[src/rtl/xlat_pkg.sv]
package xlat_pkg;
  typedef enum logic [2:0] {
    ST_IDLE,
    ST_RD1,
    ST_WT1,
    ST_RD2,
    ST_WT2,
    ST_DONE
  } walk_st_t;
endpackage

[src/rtl/xlat_req_hold.sv]
// Captures the accepted request and splits the held address into its fields.
module xlat_req_hold #(
  parameter int ADDR_W = 32,
  parameter int PAGE_W = 11,
  parameter int OFF_W  = 11
) (
  input  logic                                 clk,
  input  logic                                 load,
  input  logic [ADDR_W-1:0]                    vaddr_in,
  input  logic                                 sys_in,
  input  logic [ADDR_W-1:0]                    base_in,
  output logic [ADDR_W-1:0]                    vaddr_q,
  output logic                                 sys_q,
  output logic [ADDR_W-1:0]                    base_q,
  output logic [ADDR_W-PAGE_W-OFF_W-1:0]       dir_idx,
  output logic [PAGE_W-1:0]                    page_idx,
  output logic [OFF_W-1:0]                     offset
);
  localparam int DIR_W = ADDR_W - PAGE_W - OFF_W;

  always_ff @(posedge clk) begin
    if (load) begin
      vaddr_q <= vaddr_in;
      sys_q   <= sys_in;
      base_q  <= base_in;
    end
  end

  assign dir_idx  = vaddr_q[ADDR_W-1 -: DIR_W];
  assign page_idx = vaddr_q[OFF_W +: PAGE_W];
  assign offset   = vaddr_q[OFF_W-1:0];
endmodule

[src/rtl/xlat_entry_eval.sv]
// Judges one table entry: valid flag, optional privilege check, base with flag bits stripped.
module xlat_entry_eval #(
  parameter int ADDR_W     = 32,
  parameter int CLR_BITS   = 1,
  parameter bit CHECK_PRIV = 1'b0
) (
  input  logic [ADDR_W-1:0] entry,
  input  logic              sys,
  output logic              ok,
  output logic [ADDR_W-1:0] base
);
  localparam logic [ADDR_W-1:0] KEEP_MASK = {{(ADDR_W-CLR_BITS){1'b1}}, {CLR_BITS{1'b0}}};

  assign ok   = entry[0] && !(CHECK_PRIV && entry[1] && !sys);
  assign base = entry & KEEP_MASK;
endmodule

[src/rtl/xlat_walker.sv]
module xlat_walker #(
  parameter int ADDR_W = 32,
  parameter int PAGE_W = 11,
  parameter int OFF_W  = 11
) (
  input  logic              clk,
  input  logic              rst,
  input  logic              req_valid,
  output logic              req_ready,
  input  logic [ADDR_W-1:0] req_vaddr,
  input  logic              req_sys,
  input  logic [ADDR_W-1:0] dir_base,
  output logic              mem_req_valid,
  input  logic              mem_req_ready,
  output logic [ADDR_W-1:0] mem_req_addr,
  input  logic              mem_rsp_valid,
  input  logic [ADDR_W-1:0] mem_rsp_data,
  output logic              done,
  output logic              done_fault,
  output logic [ADDR_W-1:0] done_paddr,
  output logic [ADDR_W-1:0] fault_vaddr
);
  import xlat_pkg::*;

  localparam int DIR_W = ADDR_W - PAGE_W - OFF_W;

  walk_st_t            state;
  logic                load;
  logic [ADDR_W-1:0]   vaddr_q, base_q, pt_base_q, paddr_q;
  logic                sys_q, fault_q;
  logic [DIR_W-1:0]    dir_idx;
  logic [PAGE_W-1:0]   page_idx;
  logic [OFF_W-1:0]    offset;
  logic                l1_ok, l2_ok;
  logic [ADDR_W-1:0]   l1_base, l2_base;

  assign load = (state == ST_IDLE) && req_valid;

  xlat_req_hold #(.ADDR_W(ADDR_W), .PAGE_W(PAGE_W), .OFF_W(OFF_W)) u_hold (
    .clk      (clk),
    .load     (load),
    .vaddr_in (req_vaddr),
    .sys_in   (req_sys),
    .base_in  (dir_base),
    .vaddr_q  (vaddr_q),
    .sys_q    (sys_q),
    .base_q   (base_q),
    .dir_idx  (dir_idx),
    .page_idx (page_idx),
    .offset   (offset)
  );

  xlat_entry_eval #(.ADDR_W(ADDR_W), .CLR_BITS(1), .CHECK_PRIV(1'b0)) u_lvl1 (
    .entry (mem_rsp_data),
    .sys   (sys_q),
    .ok    (l1_ok),
    .base  (l1_base)
  );

  xlat_entry_eval #(.ADDR_W(ADDR_W), .CLR_BITS(2), .CHECK_PRIV(1'b1)) u_lvl2 (
    .entry (mem_rsp_data),
    .sys   (sys_q),
    .ok    (l2_ok),
    .base  (l2_base)
  );

  always_ff @(posedge clk) begin
    if (rst) begin
      state     <= ST_IDLE;
      fault_q   <= 1'b0;
      paddr_q   <= '0;
      pt_base_q <= '0;
    end else begin
      case (state)
        ST_IDLE: if (req_valid) begin
          fault_q <= (dir_base == '0);
          paddr_q <= '0;
          state   <= (dir_base == '0) ? ST_DONE : ST_RD1;
        end
        ST_RD1: if (mem_req_ready) state <= ST_WT1;
        ST_WT1: if (mem_rsp_valid) begin
          if (l1_ok) begin
            pt_base_q <= l1_base;
            state     <= ST_RD2;
          end else begin
            fault_q <= 1'b1;
            state   <= ST_DONE;
          end
        end
        ST_RD2: if (mem_req_ready) state <= ST_WT2;
        ST_WT2: if (mem_rsp_valid) begin
          fault_q <= !l2_ok;
          paddr_q <= l2_ok ? (l2_base + {{(ADDR_W-OFF_W){1'b0}}, offset}) : '0;
          state   <= ST_DONE;
        end
        ST_DONE: state <= ST_IDLE;
        default: state <= ST_IDLE;
      endcase
    end
  end

  always_comb begin
    mem_req_valid = 1'b0;
    mem_req_addr  = '0;
    if (state == ST_RD1) begin
      mem_req_valid = 1'b1;
      mem_req_addr  = base_q + {{(ADDR_W-DIR_W){1'b0}}, dir_idx};
    end else if (state == ST_RD2) begin
      mem_req_valid = 1'b1;
      mem_req_addr  = pt_base_q + {{(ADDR_W-PAGE_W){1'b0}}, page_idx};
    end
  end

  assign req_ready   = (state == ST_IDLE);
  assign done        = (state == ST_DONE);
  assign done_fault  = fault_q;
  assign done_paddr  = paddr_q;
  assign fault_vaddr = vaddr_q;
endmodule

[config.mk]
export PLATFORM = sky130hd
export DESIGN_NAME = xlat_walker
export DESIGN_NICKNAME = d
export VERILOG_FILES = /design/src/rtl/xlat_pkg.sv /design/src/rtl/xlat_req_hold.sv /design/src/rtl/xlat_entry_eval.sv /design/src/rtl/xlat_walker.sv
export SDC_FILE = /design/constraint.sdc
export NUM_CORES = 1
export LEC_CHECK = 0
export ABC_AREA = 1
export BUFFER_PORTS_ARGS = -buffer_cell sky130_fd_sc_hd__buf_2
export CORE_AREA = 2 2 149 151
export CTS_CLUSTER_SIZE = 24
export DETAILED_ROUTE_END_ITERATION = 8
export DIE_AREA = 0 0 151 153
export PLACE_DENSITY_LB_ADDON = 0.15
export SYNTH_ARGS = -nofsm -noshare
export SYNTH_HDL_FRONTEND = slang
export SYNTH_HIERARCHICAL = 1
export SYNTH_SLANG_ARGS = --single-unit
[constraint.sdc]
create_clock -name clk -period 3.43 [get_ports clk]
set_input_delay 0.686 -clock clk [delete_from_list [all_inputs] [get_ports clk]]
set_output_delay 0.686 -clock clk [all_outputs]
set_load 0.01 [all_outputs]
Yosys cells after proc, flatten, opt, wreduce, memory -nomap -nowiden
Cells that the tools add are included.
{"block": "classes", "muxes": 21, "add_sub_neg": 3, "eq_ne": 11, "n_reduce_logical": 14}
{"cell": "two-way mux 32 bit", "n": 5}
{"cell": "adder 32 x 11 -> 32 bit", "n": 2}
{"cell": "case mux 32 bit (2 select lines)", "n": 1}
{"cell": "adder 32 x 10 -> 32 bit", "n": 1}
{"cell": "logical NOT 32 bit", "n": 1}
{"cell": "two-way mux 3 bit", "n": 7}
{"cell": "case mux 3 bit (5 select lines)", "n": 1}
{"cell": "inequality test 2 bit, second input constant", "n": 6}
{"cell": "AND reduction 5 bit", "n": 2}
{"cell": "== test 3 x 2 -> 1 bit, second input constant", "n": 2}
{"cell": "== test 3 bit, second input constant", "n": 2}
{"cell": "two-way mux 1 bit", "n": 6}
{"cell": "AND reduction 3 bit", "n": 2}
{"cell": "== test 3 x 1 -> 1 bit, second input constant", "n": 1}
{"cell": "logical AND 1 bit", "n": 3}
{"cell": "logical NOT 1 bit", "n": 3}
{"cell": "logical NOT 3 bit", "n": 1}
{"cell": "case mux 1 bit (3 select lines)", "n": 1}
{"cell": "nonzero test 3 bit", "n": 1}
{"cell": "nonzero test 2 bit", "n": 1}
{"block": "totals", "output_inout_bits": 100, "reg_bits": 132}

Logic depth before layout (Yosys ltp)
Gate-level depths: netlist (run 1).
{"block": "depth", "depth_word": 7, "mapped_depth": 15}

Hierarchy
The synthesis (run 1) kept the hierarchy.
{"mod": "xlat_walker", "cells_each": 1193, "instances": 1, "seq_area_each_um2": 1361.3, "area_each_um2": 6810.3}
{"mod": "xlat_req_hold", "cells_each": 97, "instances": 1, "seq_area_each_um2": 1951.9, "area_each_um2": 2192.1}
{"mod": "xlat_entry_eval (u_lvl2)", "cells_each": 36, "instances": 1, "seq_area_each_um2": 0.0, "area_each_um2": 260.2}
{"mod": "xlat_entry_eval (u_lvl1)", "cells_each": 34, "instances": 1, "seq_area_each_um2": 0.0, "area_each_um2": 251.5}

Least setup slack after synthesis (run 1)
OpenSTA, ideal clock, no wires.
{"block": "synth_path", "path_type": "register to output", "start": "reg u_hold.vaddr_q[11]", "end": "out mem_req_addr[18]", "path_slack_ps": 869, "arrival_time_ps": 1875, "path_stages_with_launch": 11, "required_ps": 2744, "cell_sequence": "edfxtp_1 -> ha_1 -> inv_1 -> fa_1 -> o21ai_1 -> nand2_1 -> nand2_1 -> nand2_1 -> nand2_1 -> a21oi_1 -> o21ai_0"}
{"block": "synth_via", "elab_chain_cells": 3}
{"element": "from (decl)", "line": "xlat_req_hold.sv:12", "rtl": "output logic [ADDR_W-1:0] vaddr_q,"}
{"element": "from (signal assigned)", "line": "xlat_req_hold.sv:23", "rtl": "vaddr_q <= vaddr_in;"}
{"element": "adder 32 x 11 -> 32 bit", "line": "xlat_walker.sv:110", "rtl": "mem_req_addr = pt_base_q + {{(ADDR_W-PAGE_W){1'b0}}, page_idx};"}
{"element": "two-way mux 32 bit", "line": "xlat_walker.sv:108", "rtl": "end else if (state == ST_RD2) begin"}
{"element": "two-way mux 32 bit", "line": "xlat_walker.sv:105", "rtl": "if (state == ST_RD1) begin"}
{"element": "to (decl)", "line": "xlat_walker.sv:15", "rtl": "output logic [ADDR_W-1:0] mem_req_addr,"}
Every way passes these cells.

Worst setup path after layout (run 1)
{"block": "layout_path", "start": "reg u_hold.vaddr_q[21]", "end": "out mem_req_addr[23]"}
The elaborated chain is that of the path after synthesis.

==> impl_metrics.toml, run 1 <==
[setup_path]
reg2regPathDepth = 10
crit_fanout = 7
cpPeakStageDelay_ns = 0.42
cpMaxStageDelayCell = "edfxtp_1"
path_class = "register to output pin"
required_ns = 2.74
cp-end-kind = "output pin"
cp_num_buf_inv = 1
crit_arrival_ns = 2.52
start_kind = "register"
worst_path_most_repeated_cell = "nand2_1"
crit_chain = "ha_1, nand2_1, o21ai_0, nand2_1, nand2_2, nand2_1, nand2_1, o21ai_0, nand2_1, nand2_1, buf_2"
crit_family = "simple AND/OR/NAND/NOR gates"
worst-path-stages = 11
rrSetupSlack_ns = 1.14

[synthesis]
synth_edf_count = 65
ys_types = 46
synth_seq_area_share_pct = 34.8
syn_inst = 1360
synth_flop_cell = "dfxtp_1"
syn_avg_cell_area_um2 = 7.00
synth_warnings = 6
ys_ff_latch = 133
synthArstFlopShare_pct = 0
syn-cell-area_um2 = 9510

[floorplanning]
dieArea_um2 = 23100
die_h_um = 153
ioPinCount = 202
start_util_pct = 44.3
core_um2 = 21500
die_x_um = 151
rows = 54

[clock_tree]
max-clock-path-buffers = 2
clkSlewWorstSetupHoldPaths_ns = 0.07
cts_root_buf = "clkbuf_16"
cts_made_buffers = 17
h-tree-depth = 4
cts_tree = "built"
cts.sinks = 133
insertion_delay_ns = 0.43
hold_buffers = 0

[worst_hold_path]
hold_depth = 1
min_path_type = "primary input to register"

[layout]
area_growth_syn_to_layout_pct = 12.8
instances_no_fill = 1760
drive_gt1_share_pct = 20.3
fin_nets = 1604
design_area_um2 = 10700
n_antenna_cell = 0

[drt]
antenna_left = 0
firstDrtPassIters = 5
avgViaCountPerCell = 5.06
drt_iter0_markers = 449
drt_wl_total_mm = 27.2
wl_per_cell_um = 15.4
vias = 8903
drc = 0

[sta]
finalHoldViolations = 0
slew_violations = 0
setup_tns_ns = 0
rsz0062_at_grt = "false"
min_period_over_period_pct = 93.5
setup_viol = 0
slew_headroom_pct = 38.5
period_needed_ns = 3.21
clock.fmax_mhz = 312
finClkSkew_ns = 0.0111
worst_pin_slew_ns = 0.922
fin_ws_ns = 0.222

[global_routing]
grt_start_max_net_pins = 66
grt_pass1_vias = 8469
grt-ovfl-total = 0
grtUsageTotal_pct = 23.7
grt_pass1_wl_mm = 43.1
antenna_found_initial = 0

[place]
io_buffers = 201
hpwl_mm = 21.4
dp_cells = 1728
dpl_worst_slack_ns = 0.514
dpl_cell_area_um2 = 10100
gp_congestion = 0.934

[pwr]
static-leakage-power_nw = 4.92
power-per-cell-area_nw_per_um2 = 597
ir_drop_uv = 256

[job]
maxCapViolCount = 0

[outcome]
status = "finished clean"
==> cell usage in the layout (no fill, tap or decap), drive strengths merged, types with 10 or more instances in the layout <==
cell type / instances
dfxtp: 68
inv: 153
xor2: 10
nand3b: 11
edfxtp: 65
nand4: 26
or2: 12
a211oi: 17
o21ai: 42
a21oi: 94
clkbuf: 19
nor2: 124
ha: 32
nand2: 415
nor3: 28
buf: 209
nand3: 119
==> state kept, by name (all words and copies together), names as in the netlist <==
register        count
state               3
done_fault          1
done_paddr         32
u_hold/base_q      32
pt_base_q          32
u_hold/vaddr_q     32
u_hold/sys_q        1
==> synthesized netlist by cell type, types with 11 or more instances <==
library cell | count | area [µm²]
nand2_1 | 412 | 1550
buf_4 | 100 | 751
o21ai_0 | 35 | 175
a21oi_1 | 85 | 425
nand4_1 | 26 | 163
nor2_1 | 121 | 454
nand3b_1 | 11 | 82.6
or2_2 | 11 | 68.8
ha_1 | 32 | 400
edfxtp_1 | 65 | 1950
nand3_1 | 111 | 556
dfxtp_1 | 68 | 1360
nor3_1 | 25 | 125
clkbuf_1 | 12 | 45.0
inv_1 | 144 | 541
==> metal layers <==
metal | share of wire [%] | GRT usage, % | vias to the layer above | routed length, µm
li1 | - | - | 4565 | -
met1 | 44 | 31.3 | 4026 | 12100
met2 | 48 | 40.1 | 276 | 13000
met3 | 5.9 | 4.00 | 36 | 1610
met4 | 1.7 | 6.32 | 0 | 452
met5 | 0 | 0 | - | 0
==> kinds of logic after synthesis <==
group,Yosys count,share of synthesized area [%]
other cells,2,0.0789
xor+xnor,12,1.10
buf+inv,271,15.0
compound gates,160,10.0
flops,133,34.8
simple gates,747,34.1
fa+ha+maj,35,4.84
==> area by class of cell <==
cell class	count	area, µm²
Inverter	149	559
Clock buffer	19	454
Fill cell	2175	10800
Clock inverter	13	170
Tap cell	280	350
Sequential cell	133	3310
Timing Repair Buffer	209	1070
Multi-Input combinational cell	957	4820
==> path summary, 6_finish.rpt <==
path                                              startpoint                           to
worst max-delay path            u_hold/vaddr_q[21]$_DFFE_PP_             mem_req_addr[23]
worst min-delay path                            req_vaddr[0]  u_hold/vaddr_q[0]$_DFFE_PP_
worst max register to register  u_hold/vaddr_q[10]$_DFFE_PP_  done_paddr[24]$_SDFFE_PP0P_
worst min register to register    done_paddr[1]$_SDFFE_PP0P_   done_paddr[1]$_SDFFE_PP0P_
==> through the flow <==
step                hold WS (ns)  power [W]  util (%)
floorplan                  0.444    0.00381         -
global placement           0.451    0.00446      46.8
detailed placement         0.456    0.00446      46.8
CTS                        0.408    0.00645      49.8
global route               0.409    0.00683      50.0
finish                     0.428    0.00641      50.0
==> power by group <==
part / total (W) / internal [W] / leakage [nW] / switching (W)
combinational: 0.00228 / 0.000749 / 3.46 / 0.00154
sequential: 0.00216 / 0.00198 / 1.17 / 0.000189
clock: 0.00196 / 0.00120 / 0.299 / 0.000762
total: 0.00641 / 0.00392 / 4.92 / 0.00249
==> repair_timing <==
| action | in CTS | in global routing |
|---|---|---|
| resized for setup | 0 | 12 |
| buffers inserted | 0 | 0 |
| setup endpoints to repair | 0 | 14 |
Power figures use the tool's default switching activity.
==> run 2, diff against run 1 <==
--- a/config.mk
+++ b/config.mk
@@ -7,10 +7,10 @@
 export LEC_CHECK = 0
 export ABC_AREA = 1
 export BUFFER_PORTS_ARGS = -buffer_cell sky130_fd_sc_hd__buf_2
-export CORE_AREA = 2 2 149 151
+export CORE_AREA = 2 2 129 131
 export CTS_CLUSTER_SIZE = 24
 export DETAILED_ROUTE_END_ITERATION = 8
-export DIE_AREA = 0 0 151 153
+export DIE_AREA = 0 0 131 133
 export PLACE_DENSITY_LB_ADDON = 0.15
 export SYNTH_ARGS = -nofsm -noshare
 export SYNTH_HDL_FRONTEND = slang
==> run 2 against run 1 <==
- worst hold slack lost 0.0050 ns
- final cell count shrank 3.4%
- register-to-register slack gained 0.03 ns
- first-iteration DRC count is 54% higher
- die area is 25% lower
- sequential share of layout area rose by 0.28 points
- sequential power about the same
- worst setup slack worse by 0.10 ns
- power decreased by 2.0%
- critical path type unchanged
- critical endpoint is now mem_req_addr[17]
- largest power group unchanged
==> impl_metrics.toml, run 2 (synthesis results as in run 1) <==
[worst_hold_path]
min_path_type = "primary input to register"

[pwr]
power_frac_seq_pct = 34.4
static-leakage-power_nw = 4.92
power_w = 0.00628
p_switching_w = 0.00244
pwr-share-comb_pct = 36.4
ir_drop_uv = 411
p_int_w = 0.00385
swShare_pct = 38.8
power-per-cell-area_nw_per_um2 = 591
clockPowerShare_pct = 29.2

[drt]
drt_wl_total_mm = 25.3
drc = 0
avgViaCountPerCell = 5.31
wl_per_cell_um = 14.9
drt_iter0_markers = 693
vias = 9036
firstDrtPassIters = 8
antenna_left = 0

[setup_path]
crit_arrival_ns = 2.62
path_class = "register to output pin"
start_kind = "register"
cp-end-kind = "output pin"
required_ns = 2.74
crit_fanout = 7

[place]
gp_congestion = 0.901
dpl_cell_area_um2 = 9990
hpwl_mm = 19.5
io_buffers = 201

[sta]
slew_violations = 0
slew_headroom_pct = 41.4
setup_tns_ns = 0
finalHoldViolations = 0
finClkSkew_ns = 0.00883
worst_pin_slew_ns = 0.878
holdWs_ns = 0.422
period_needed_ns = 3.31
setup_viol = 0
min_period_over_period_pct = 96.4
clock.fmax_mhz = 302

[job]
maxCapViolCount = 0

[layout]
area_growth_syn_to_layout_pct = 11.8
fin_nets = 1605
n_antenna_cell = 0
most-common-layout-cells = "406 x nand2_1, 201 x buf_2, 144 x inv_1"
utilization_pct = 65.8
design_area_um2 = 10600
drive_gt1_share_pct = 20.5
mostFrequentLayoutCell = "nand2_1"

[floorplanning]
ioPinCount = 202
dieArea_um2 = 17400
start_util_pct = 58.8
rows = 47
core_um2 = 16200
die_h_um = 133
die_x_um = 131

[global_routing]
grtUsageTotal_pct = 29.4
antenna_found_initial = 0
grt-ovfl-total = 0
grt_pass1_wl_mm = 40.3
grt_pass1_vias = 8482
grt_start_max_net_pins = 66

[clock_tree]
cts_tree = "built"
cts_made_buffers = 17
h-tree-depth = 4
max-clock-path-buffers = 2
cts.sinks = 133
clkSlewWorstSetupHoldPaths_ns = 0.06
insertion_delay_ns = 0.43
cts_root_buf = "clkbuf_16"
hold_buffers = 0

[outcome]
status = "finished clean"
## run 2: final cells by class
type / instances / area (µm²)
repair buffers: 210 / 1070
fillers: 1461 / 5530
clock inverters: 8 / 58.8
inverters: 149 / 559
multi-input cells: 957 / 4810
flip-flops and latches: 133 / 3310
clock buffers: 24 / 546
well taps: 220 / 275
## run 2: timing repair
action | in CTS | in global routing
setup endpoints to repair | 0 | 16
setup buffers | 0 | 1
gates resized for setup | 0 | 14
## run 2: path summary, 6_finish.rpt
kind	depth (start not counted)	from	slack (ns)	endpoint
worst max register to register	10	u_hold/vaddr_q[10]$_DFFE_PP_	1.17	done_paddr[24]$_SDFFE_PP0P_
worst min register to register	2	done_paddr[26]$_SDFFE_PP0P_	0.46	done_paddr[26]$_SDFFE_PP0P_
worst min-delay path	1	req_vaddr[0]	0.42	u_hold/vaddr_q[0]$_DFFE_PP_
worst max-delay path	10	u_hold/vaddr_q[24]$_DFFE_PP_	0.12	mem_req_addr[17]
## run 2: critical path: stages (launching register included)
cell      delay, ns
edfxtp_1       0.39
ha_1           0.37
nand2_1        0.10
o21ai_1        0.29
nand2_1        0.13
nand2_1        0.09
nand2_1        0.10
nand2_1        0.25
a21oi_1        0.10
o21ai_0        0.20
buf_2          0.17
## run 2: stage by stage
stage	setup slack (ns)	cells
detailed placement	0.512	1668
global route	-0.0214	1701
floorplan	0.869	1361
CTS	0.0347	1700
finish	0.123	1701
global placement	0.546	1668
## run 2: metal layers
layer  track usage (%)  part of all wire, %  vias up
met5                 0                    0        -
met4              10.6                  2.6        0
met3              5.98                  6.8       49
met2              49.5                   48      339
met1              37.1                   43     4064
li1                  -                    -     4584
## run 2: power groups by stage
stage	Combinational (W)	Clock (W)	Sequential [W]
6_report	0.00229	0.00184	0.00216
5_1_grt	0.00255	0.00191	0.00219
4_1_cts	0.00225	0.00185	0.00216
3_5_place_dp	0.00223	0	0.00219
3_3_place_gp	0.00221	0	0.00218
2_1_floorplan	0.00169	0	0.00213
